$ cat src/rtl/uart_burst_pkg.sv
package uart_burst_pkg;

  localparam int unsigned BURST_BYTES = 4;

  localparam logic [7:0] OFS_BYTE = 8'h00;
  localparam logic [7:0] OFS_FCTL = 8'h02;
  localparam logic [7:0] OFS_STAT = 8'h9C;
  localparam logic [7:0] OFS_TXB  = 8'hA0;
  localparam logic [7:0] OFS_RXB  = 8'hA4;

  localparam logic [7:0] OVR_CLR_CODE = 8'h43;

  localparam int ST_NOIRQ  = 20;
  localparam int LS_DR     = 24;
  localparam int LS_OVR    = 25;
  localparam int LS_PAR    = 26;
  localparam int LS_FRM    = 27;
  localparam int LS_BRK    = 28;
  localparam int LS_THRE   = 29;
  localparam int LS_TEMT   = 30;
  localparam int LS_ERRANY = 31;

  typedef enum logic [2:0] {
    ACC_NONE, ACC_BYTE, ACC_FCTL, ACC_STAT, ACC_TXB, ACC_RXB
  } acc_t;

  typedef struct packed {
    logic brk;
    logic frm;
    logic par;
  } rx_err_t;

  // Number of bytes one burst may move given the bytes available.
  function automatic logic [2:0] f_take(input logic [15:0] avail);
    return (avail >= 16'(BURST_BYTES)) ? 3'(BURST_BYTES) : avail[2:0];
  endfunction

  // Count field limited to eight bits.
  function automatic logic [7:0] f_sat8(input logic [15:0] v);
    return (v > 16'd255) ? 8'hFF : v[7:0];
  endfunction

  // Keep the lowest n bytes of a dword, zero the rest.
  function automatic logic [31:0] f_keep_bytes(input logic [31:0] d,
                                               input logic [2:0] n);
    logic [31:0] r;
    r = '0;
    for (int i = 0; i < BURST_BYTES; i++) begin
      if (3'(i) < n) r[8*i +: 8] = d[8*i +: 8];
    end
    return r;
  endfunction

endpackage

$ cat src/rtl/ubp_addr_decode.sv
module ubp_addr_decode
  import uart_burst_pkg::*;
#(
  parameter int ADDR_W = 8
) (
  input  logic              bus_rd,
  input  logic              bus_wr,
  input  logic [ADDR_W-1:0] bus_addr,
  output acc_t              rd_kind,
  output acc_t              wr_kind
);

  acc_t kind;

  always_comb begin
    if      (bus_addr == ADDR_W'(OFS_BYTE)) kind = ACC_BYTE;
    else if (bus_addr == ADDR_W'(OFS_FCTL)) kind = ACC_FCTL;
    else if (bus_addr == ADDR_W'(OFS_STAT)) kind = ACC_STAT;
    else if (bus_addr == ADDR_W'(OFS_TXB))  kind = ACC_TXB;
    else if (bus_addr == ADDR_W'(OFS_RXB))  kind = ACC_RXB;
    else                                    kind = ACC_NONE;
  end

  assign rd_kind = bus_rd ? kind : ACC_NONE;
  assign wr_kind = bus_wr ? kind : ACC_NONE;

endmodule

$ cat src/rtl/ubp_rx_unpack.sv
module ubp_rx_unpack
  import uart_burst_pkg::*;
#(
  parameter int CNT_W = 7
) (
  input  logic             clk,
  input  logic             rst_n,
  input  logic             rd_byte,
  input  logic             rd_burst,
  input  logic [CNT_W-1:0] rx_count,
  input  logic [31:0]      rx_head_data,
  output logic [2:0]       rx_pop_cnt,
  output logic [31:0]      rd_word
);

  logic [2:0] avail;
  logic       nonempty;

  assign avail    = f_take(16'(rx_count));
  assign nonempty = (rx_count != '0);

  always_comb begin
    rx_pop_cnt = 3'd0;
    if (rd_burst)     rx_pop_cnt = avail;
    else if (rd_byte) rx_pop_cnt = nonempty ? 3'd1 : 3'd0;
    rd_word = f_keep_bytes(rx_head_data, rx_pop_cnt);
  end

  // never pop more than the FIFO holds, nor more than a dword
  p_pop_within_fill_r5: assert property (@(posedge clk) disable iff (!rst_n)
    (16'(rx_pop_cnt) <= 16'(rx_count)) && (rx_pop_cnt <= 3'd4));

  // a byte access moves at most one byte
  p_byte_pop_single_r8: assert property (@(posedge clk) disable iff (!rst_n)
    rd_byte |-> (rx_pop_cnt <= 3'd1));

endmodule

$ cat src/rtl/ubp_tx_pack.sv
module ubp_tx_pack
  import uart_burst_pkg::*;
#(
  parameter int CNT_W = 7
) (
  input  logic             clk,
  input  logic             rst_n,
  input  logic             wr_byte,
  input  logic             wr_burst,
  input  logic [31:0]      wdata,
  input  logic [CNT_W-1:0] tx_free,
  output logic [2:0]       tx_push_cnt,
  output logic [31:0]      tx_push_data,
  output logic             drop_evt
);

  logic [2:0] room;

  assign room = f_take(16'(tx_free));

  always_comb begin
    tx_push_cnt  = 3'd0;
    tx_push_data = '0;
    drop_evt     = 1'b0;
    if (wr_burst) begin
      tx_push_cnt  = room;
      tx_push_data = wdata;
      drop_evt     = (room != 3'(BURST_BYTES));
    end else if (wr_byte) begin
      tx_push_cnt  = (tx_free != '0) ? 3'd1 : 3'd0;
      tx_push_data = {24'd0, wdata[7:0]};
    end
  end

  // never push beyond the free space
  p_push_within_room_r6: assert property (@(posedge clk) disable iff (!rst_n)
    16'(tx_push_cnt) <= 16'(tx_free));

  // a drop only happens on a burst that could not fit
  p_drop_only_short_r7: assert property (@(posedge clk) disable iff (!rst_n)
    drop_evt |-> (wr_burst && (tx_push_cnt < 3'd4)));

endmodule

$ cat src/rtl/ubp_line_status.sv
module ubp_line_status
  import uart_burst_pkg::*;
#(
  parameter int DEPTH = 64,
  parameter int CNT_W = 7
) (
  input  logic             clk,
  input  logic             rst_n,
  input  logic             ovr_set_ext,
  input  logic             ovr_set_drop,
  input  logic             ovr_clr,
  input  logic [CNT_W-1:0] rx_count,
  input  logic [CNT_W-1:0] tx_free,
  input  rx_err_t          head_err,
  input  logic             irq_pend,
  input  logic             tx_idle,
  output logic [31:0]      status_word
);

  logic ovr_q;
  logic ovr_set;
  logic has_data;
  logic thre;

  assign ovr_set  = ovr_set_ext | ovr_set_drop;
  assign has_data = (rx_count != '0);
  assign thre     = (tx_free == CNT_W'(DEPTH));

  always_ff @(posedge clk or negedge rst_n) begin
    if (!rst_n)       ovr_q <= 1'b0;
    else if (ovr_set) ovr_q <= 1'b1;
    else if (ovr_clr) ovr_q <= 1'b0;
  end

  always_comb begin
    status_word            = '0;
    status_word[7:0]       = f_sat8(16'(rx_count));
    status_word[15:8]      = f_sat8(16'(tx_free));
    status_word[ST_NOIRQ]  = ~irq_pend;
    status_word[LS_DR]     = has_data;
    status_word[LS_OVR]    = ovr_q;
    status_word[LS_PAR]    = has_data & head_err.par;
    status_word[LS_FRM]    = has_data & head_err.frm;
    status_word[LS_BRK]    = has_data & head_err.brk;
    status_word[LS_THRE]   = thre;
    status_word[LS_TEMT]   = thre & tx_idle;
    status_word[LS_ERRANY] = has_data & (|head_err);
  end

  // a dropped burst byte raises the overrun bit next cycle
  p_drop_sets_ovr_r7: assert property (@(posedge clk) disable iff (!rst_n)
    ovr_set_drop |=> status_word[LS_OVR]);

  // the flag is sticky without a set or clear
  p_ovr_sticky_r7: assert property (@(posedge clk) disable iff (!rst_n)
    (!ovr_set && !ovr_clr) |=> $stable(status_word[LS_OVR]));

  // a clear without a set drops the flag
  p_clear_ovr_r9: assert property (@(posedge clk) disable iff (!rst_n)
    (ovr_clr && !ovr_set) |=> !status_word[LS_OVR]);

  // an external overrun raises the flag
  p_ext_ovr_r10: assert property (@(posedge clk) disable iff (!rst_n)
    ovr_set_ext |=> status_word[LS_OVR]);

  // error bits never show while the FIFO is empty
  p_err_needs_data_r4: assert property (@(posedge clk) disable iff (!rst_n)
    !has_data |-> (status_word[LS_ERRANY:LS_DR] & 8'b1001_1101) == 8'd0);

endmodule

$ cat src/rtl/uart_burst_port.sv
module uart_burst_port
  import uart_burst_pkg::*;
#(
  parameter int DEPTH  = 64,
  parameter int ADDR_W = 8,
  localparam int CNT_W = $clog2(DEPTH + 1)
) (
  input  logic              clk,
  input  logic              rst_n,
  input  logic              bus_rd,
  input  logic              bus_wr,
  input  logic [ADDR_W-1:0] bus_addr,
  input  logic [31:0]       bus_wdata,
  output logic [31:0]       bus_rdata,
  input  logic [CNT_W-1:0]  rx_count,
  input  logic [31:0]       rx_head_data,
  input  logic [2:0]        rx_head_err,
  input  logic              rx_ovr_evt,
  output logic [2:0]        rx_pop_cnt,
  input  logic [CNT_W-1:0]  tx_free,
  input  logic              tx_idle,
  output logic [2:0]        tx_push_cnt,
  output logic [31:0]       tx_push_data,
  input  logic              irq_pend
);

  acc_t        rd_kind;
  acc_t        wr_kind;
  logic [31:0] rd_word;
  logic [31:0] status_word;
  logic        drop_evt;
  logic        ovr_clr;

  ubp_addr_decode #(.ADDR_W(ADDR_W)) u_dec (
    .bus_rd  (bus_rd),
    .bus_wr  (bus_wr),
    .bus_addr(bus_addr),
    .rd_kind (rd_kind),
    .wr_kind (wr_kind)
  );

  ubp_rx_unpack #(.CNT_W(CNT_W)) u_rx (
    .clk         (clk),
    .rst_n       (rst_n),
    .rd_byte     (rd_kind == ACC_BYTE),
    .rd_burst    (rd_kind == ACC_RXB),
    .rx_count    (rx_count),
    .rx_head_data(rx_head_data),
    .rx_pop_cnt  (rx_pop_cnt),
    .rd_word     (rd_word)
  );

  ubp_tx_pack #(.CNT_W(CNT_W)) u_tx (
    .clk         (clk),
    .rst_n       (rst_n),
    .wr_byte     (wr_kind == ACC_BYTE),
    .wr_burst    (wr_kind == ACC_TXB),
    .wdata       (bus_wdata),
    .tx_free     (tx_free),
    .tx_push_cnt (tx_push_cnt),
    .tx_push_data(tx_push_data),
    .drop_evt    (drop_evt)
  );

  assign ovr_clr = (wr_kind == ACC_FCTL) && (bus_wdata[7:0] == OVR_CLR_CODE);

  ubp_line_status #(.DEPTH(DEPTH), .CNT_W(CNT_W)) u_ls (
    .clk         (clk),
    .rst_n       (rst_n),
    .ovr_set_ext (rx_ovr_evt),
    .ovr_set_drop(drop_evt),
    .ovr_clr     (ovr_clr),
    .rx_count    (rx_count),
    .tx_free     (tx_free),
    .head_err    (rx_err_t'(rx_head_err)),
    .irq_pend    (irq_pend),
    .tx_idle     (tx_idle),
    .status_word (status_word)
  );

  always_comb begin
    unique case (rd_kind)
      ACC_BYTE, ACC_RXB: bus_rdata = rd_word;
      ACC_STAT:          bus_rdata = status_word;
      default:           bus_rdata = '0;
    endcase
  end

  // reads other than the data windows never pop
  p_no_pop_elsewhere_r11: assert property (@(posedge clk) disable iff (!rst_n)
    (rd_kind != ACC_BYTE && rd_kind != ACC_RXB) |-> (rx_pop_cnt == 3'd0));

  // writes other than the data windows never push
  p_no_push_elsewhere_r11: assert property (@(posedge clk) disable iff (!rst_n)
    (wr_kind != ACC_BYTE && wr_kind != ACC_TXB) |-> (tx_push_cnt == 3'd0));

endmodule

$ cat config.mk
export PLATFORM = sky130hd
export DESIGN_NAME = uart_burst_port
export DESIGN_NICKNAME = d
export VERILOG_FILES = /design/src/rtl/uart_burst_pkg.sv /design/src/rtl/ubp_addr_decode.sv /design/src/rtl/ubp_rx_unpack.sv /design/src/rtl/ubp_tx_pack.sv /design/src/rtl/ubp_line_status.sv /design/src/rtl/uart_burst_port.sv
export SDC_FILE = /design/constraint.sdc
export NUM_CORES = 1
export LEC_CHECK = 0
export ABC_AREA = 1
export BUFFER_PORTS_ARGS = -buffer_cell sky130_fd_sc_hd__buf_4
export CORE_ASPECT_RATIO = 1.5
export CORE_UTILIZATION = 30
export CTS_BUF_LIST = sky130_fd_sc_hd__clkbuf_8
export CTS_CLUSTER_DIAMETER = 60
export CTS_CLUSTER_SIZE = 24
export DETAILED_ROUTE_END_ITERATION = 6
export RECOVER_POWER = 25
export SETUP_SLACK_MARGIN = 0.05
export SLEW_MARGIN = 10
export SYNTH_ARGS = -nofsm -noshare
export SYNTH_HDL_FRONTEND = slang
export SYNTH_HIERARCHICAL = 1
export SYNTH_SLANG_ARGS = --single-unit
$ cat constraint.sdc
create_clock -name clk -period 3.5 [get_ports clk]
set_input_delay 0.175 -clock clk [delete_from_list [all_inputs] [get_ports clk]]
set_output_delay 0.175 -clock clk [all_outputs]
set_load 0.01 [all_outputs]
==> run metrics <==
starting density of the core=0.313; CP endpoint kind=output port; DR WL/cell=9.93 microns; Achievable Freq=369 MHz; Port Buffers=165; status=finished, final reports clean; Post-Synth Adder-Cell Area=0; Synth Warn #=6; worst reg2reg path depth=2; combinational fraction of design power=0.925; crit path time final=2.71 ns; Internal=0.0966 mW; Avg Cell Area, Syn=4.96 sq um; simple-gate share of the synthesized area=0.419; Total GRT Usage=0.163; # DRC=0; # diodes=0; fin nets=648; power per cell area=50.8 nW/um^2; hold_sp=rx_ovr_evt; Critical Path Fanout Max=28; RSZ-0062 raised after global routing=no; CP required=3.32 ns; worst slew pin tran=1.24 ns; vias in the first global route=2394; power share of the clock group=0; WP data arrival=2.54 ns; first-pass GRT wire length=9.92 mm; num ports=166; highest-count cells in the layout ignoring fill and taps=buf_4 (155), inv_1 (137), nor2_1 (70), nand2_1 (59), nand3_1 (35); Vias=2608; Top reg by flops=u_ls/ovr_q; drt first pass iters=4; HP Class=in2reg; post-synthesis mux area share=0; Top Registers=u_ls/ovr_q x1; compound-cell area share of the yosys netlist=0.157; Die Span X=69.4 microns; initial antenna violation count=0; Yosys reg bits=1; Via density=4.17; largest net degree at the start of global routing=34; layout cell share with drive strength beyond 1=0.387; Final TNS setup=0 ns; Post-Syn Area=2040 sq um; main combinational cell family by area after synthesis=simple AND/OR/NAND/NOR gates; most common cell after layout, fill and taps aside=buf_4; Slew HR=0.171; critical path launch point type=primary input; skew final=0 ns; switching part of the total=0.383; WS Path Type=in2out; total gr overflow=0; Synth Area in XOR/XNOR=0; clock slew at reported path FFs=0 ns; Die Height=103 microns; FF-to-FF setup slack=2.91 ns; worst reg2reg path startpoint=u_ls/ovr_q; Unique masters post-synth=24; core box area=6530 sq um; sequential share of power=0.075; routed wire length=6.22 mm; Area Growth Syn to Fin=50.9%; Synth Instances=412; final hold viol count=0; switching pwr=0.0600 mW; Largest register FFs=1; num rows=36; Worst-Skew Late Latency=0 ns; Worst VDD drop=0.0425 mV; GPL Wtd Cong=0.793; Setup crit end=tx_push_cnt[0]; R2R Path End=u_ls/ovr_q; Slew Viols, Final=0; antenna-violating nets left=0; period utilisation layout=0.775; dpl hpwl=5.25 mm; Resize count post-CTS=0; final setup vio count=0; overall power=0.157 mW; max-cap violations=0; Leak Pwr=2.06 nW; DRT iter0 DRCs=99; die area=7150 sq um; critical path launch point=bus_addr[1]; post-synthesis sequential area ratio=0.0122
## power groups by stage
stage	Combinational, mW	Clock, mW	Sequential (mW)
6_report	0.145	0	0.0118
3_5_place_dp	0.147	0	0.0118
4_1_cts	0.148	0	0.0118
2_1_floorplan	0.0670	0	0.0118
5_1_grt	0.162	0	0.0118
3_3_place_gp	0.145	0	0.0118
## layer usage
layer  routed length, microns  up-vias  global-route usage
met2                     3450      112               0.359
met5                        0        -                   0
met4                       19        0             0.00471
met1                     2260     1091               0.167
met3                      490        2              0.0225
li1                         -     1403                   -
## cells in the mapped netlist (all sizes together)
cell type  number  area, sq um
nand3          37          203
inv           143          537
nand2          65          267
nor2           82          360
buf            39          300
nor3            4         20.0
nand4           1         6.26
o21bai          1         7.51
a21oi           3         26.3
o21ai          35          288
dfrtp           1         25.0
conb            1         3.75
## layout make-up
type	count	area (sq um)
Fill cell	740	3450
Inverter	143	537
Sequential cell	1	25.0
Tap cell	76	95.1
Timing Repair Buffer	169	1230
Multi-Input combinational cell	237	1200
## how the worst min path moves through the flow
stage	end	slack (ns)	cells after the start
3_5_place_dp	u_ls/ovr_q	-0.05	1
2_1_floorplan	u_ls/ovr_q	-0.12	0
3_3_place_gp	u_ls/ovr_q	-0.05	1
5_1_grt	u_ls/ovr_q	0.42	3
4_1_cts	u_ls/ovr_q	0.38	3
6_report	u_ls/ovr_q	0.38	3
## stage by stage
stage          instances  utilization  hold WS [ns]  setup slack, ns  instance area [sq um]
4_1_cts              626        0.481         0.378            0.985                   3140
3_5_place_dp         625        0.480       -0.0465            0.983                   3130
5_1_grt              626        0.472         0.420            0.442                   3080
3_3_place_gp         625        0.480       -0.0489             1.07                   3130
2_1_floorplan        420            -        -0.121             1.42                   2070
6_report             626        0.472         0.377            0.787                   3080
## cell families after synthesis
kind of cell	count (synthesis)
and+or+nand+nor	189
AOI/OAI and AO/OA	39
other	1
DFF	1
buffers and inverters	182
## critical path, cell delays in order
cell      delay, ns
buf_4          0.11
inv_1          0.06
nand2_1        0.12
nor2_1         0.15
o21ai_0        0.13
nor2_1         0.14
inv_1          0.07
nor3_1         0.13
clkbuf_1       0.94
inv_2          0.08
nand2_1        0.11
o21bai_1       0.10
nand2_1        0.06
buf_4          0.14
## what timing repair did
item | 4_1_cts | 5_1_grt
hold endpoints to repair | 1 | 0
buffers inserted | 0 | 0
hold buffers | 1 | 0
Note: power is estimated with default switching activity, not from simulation.
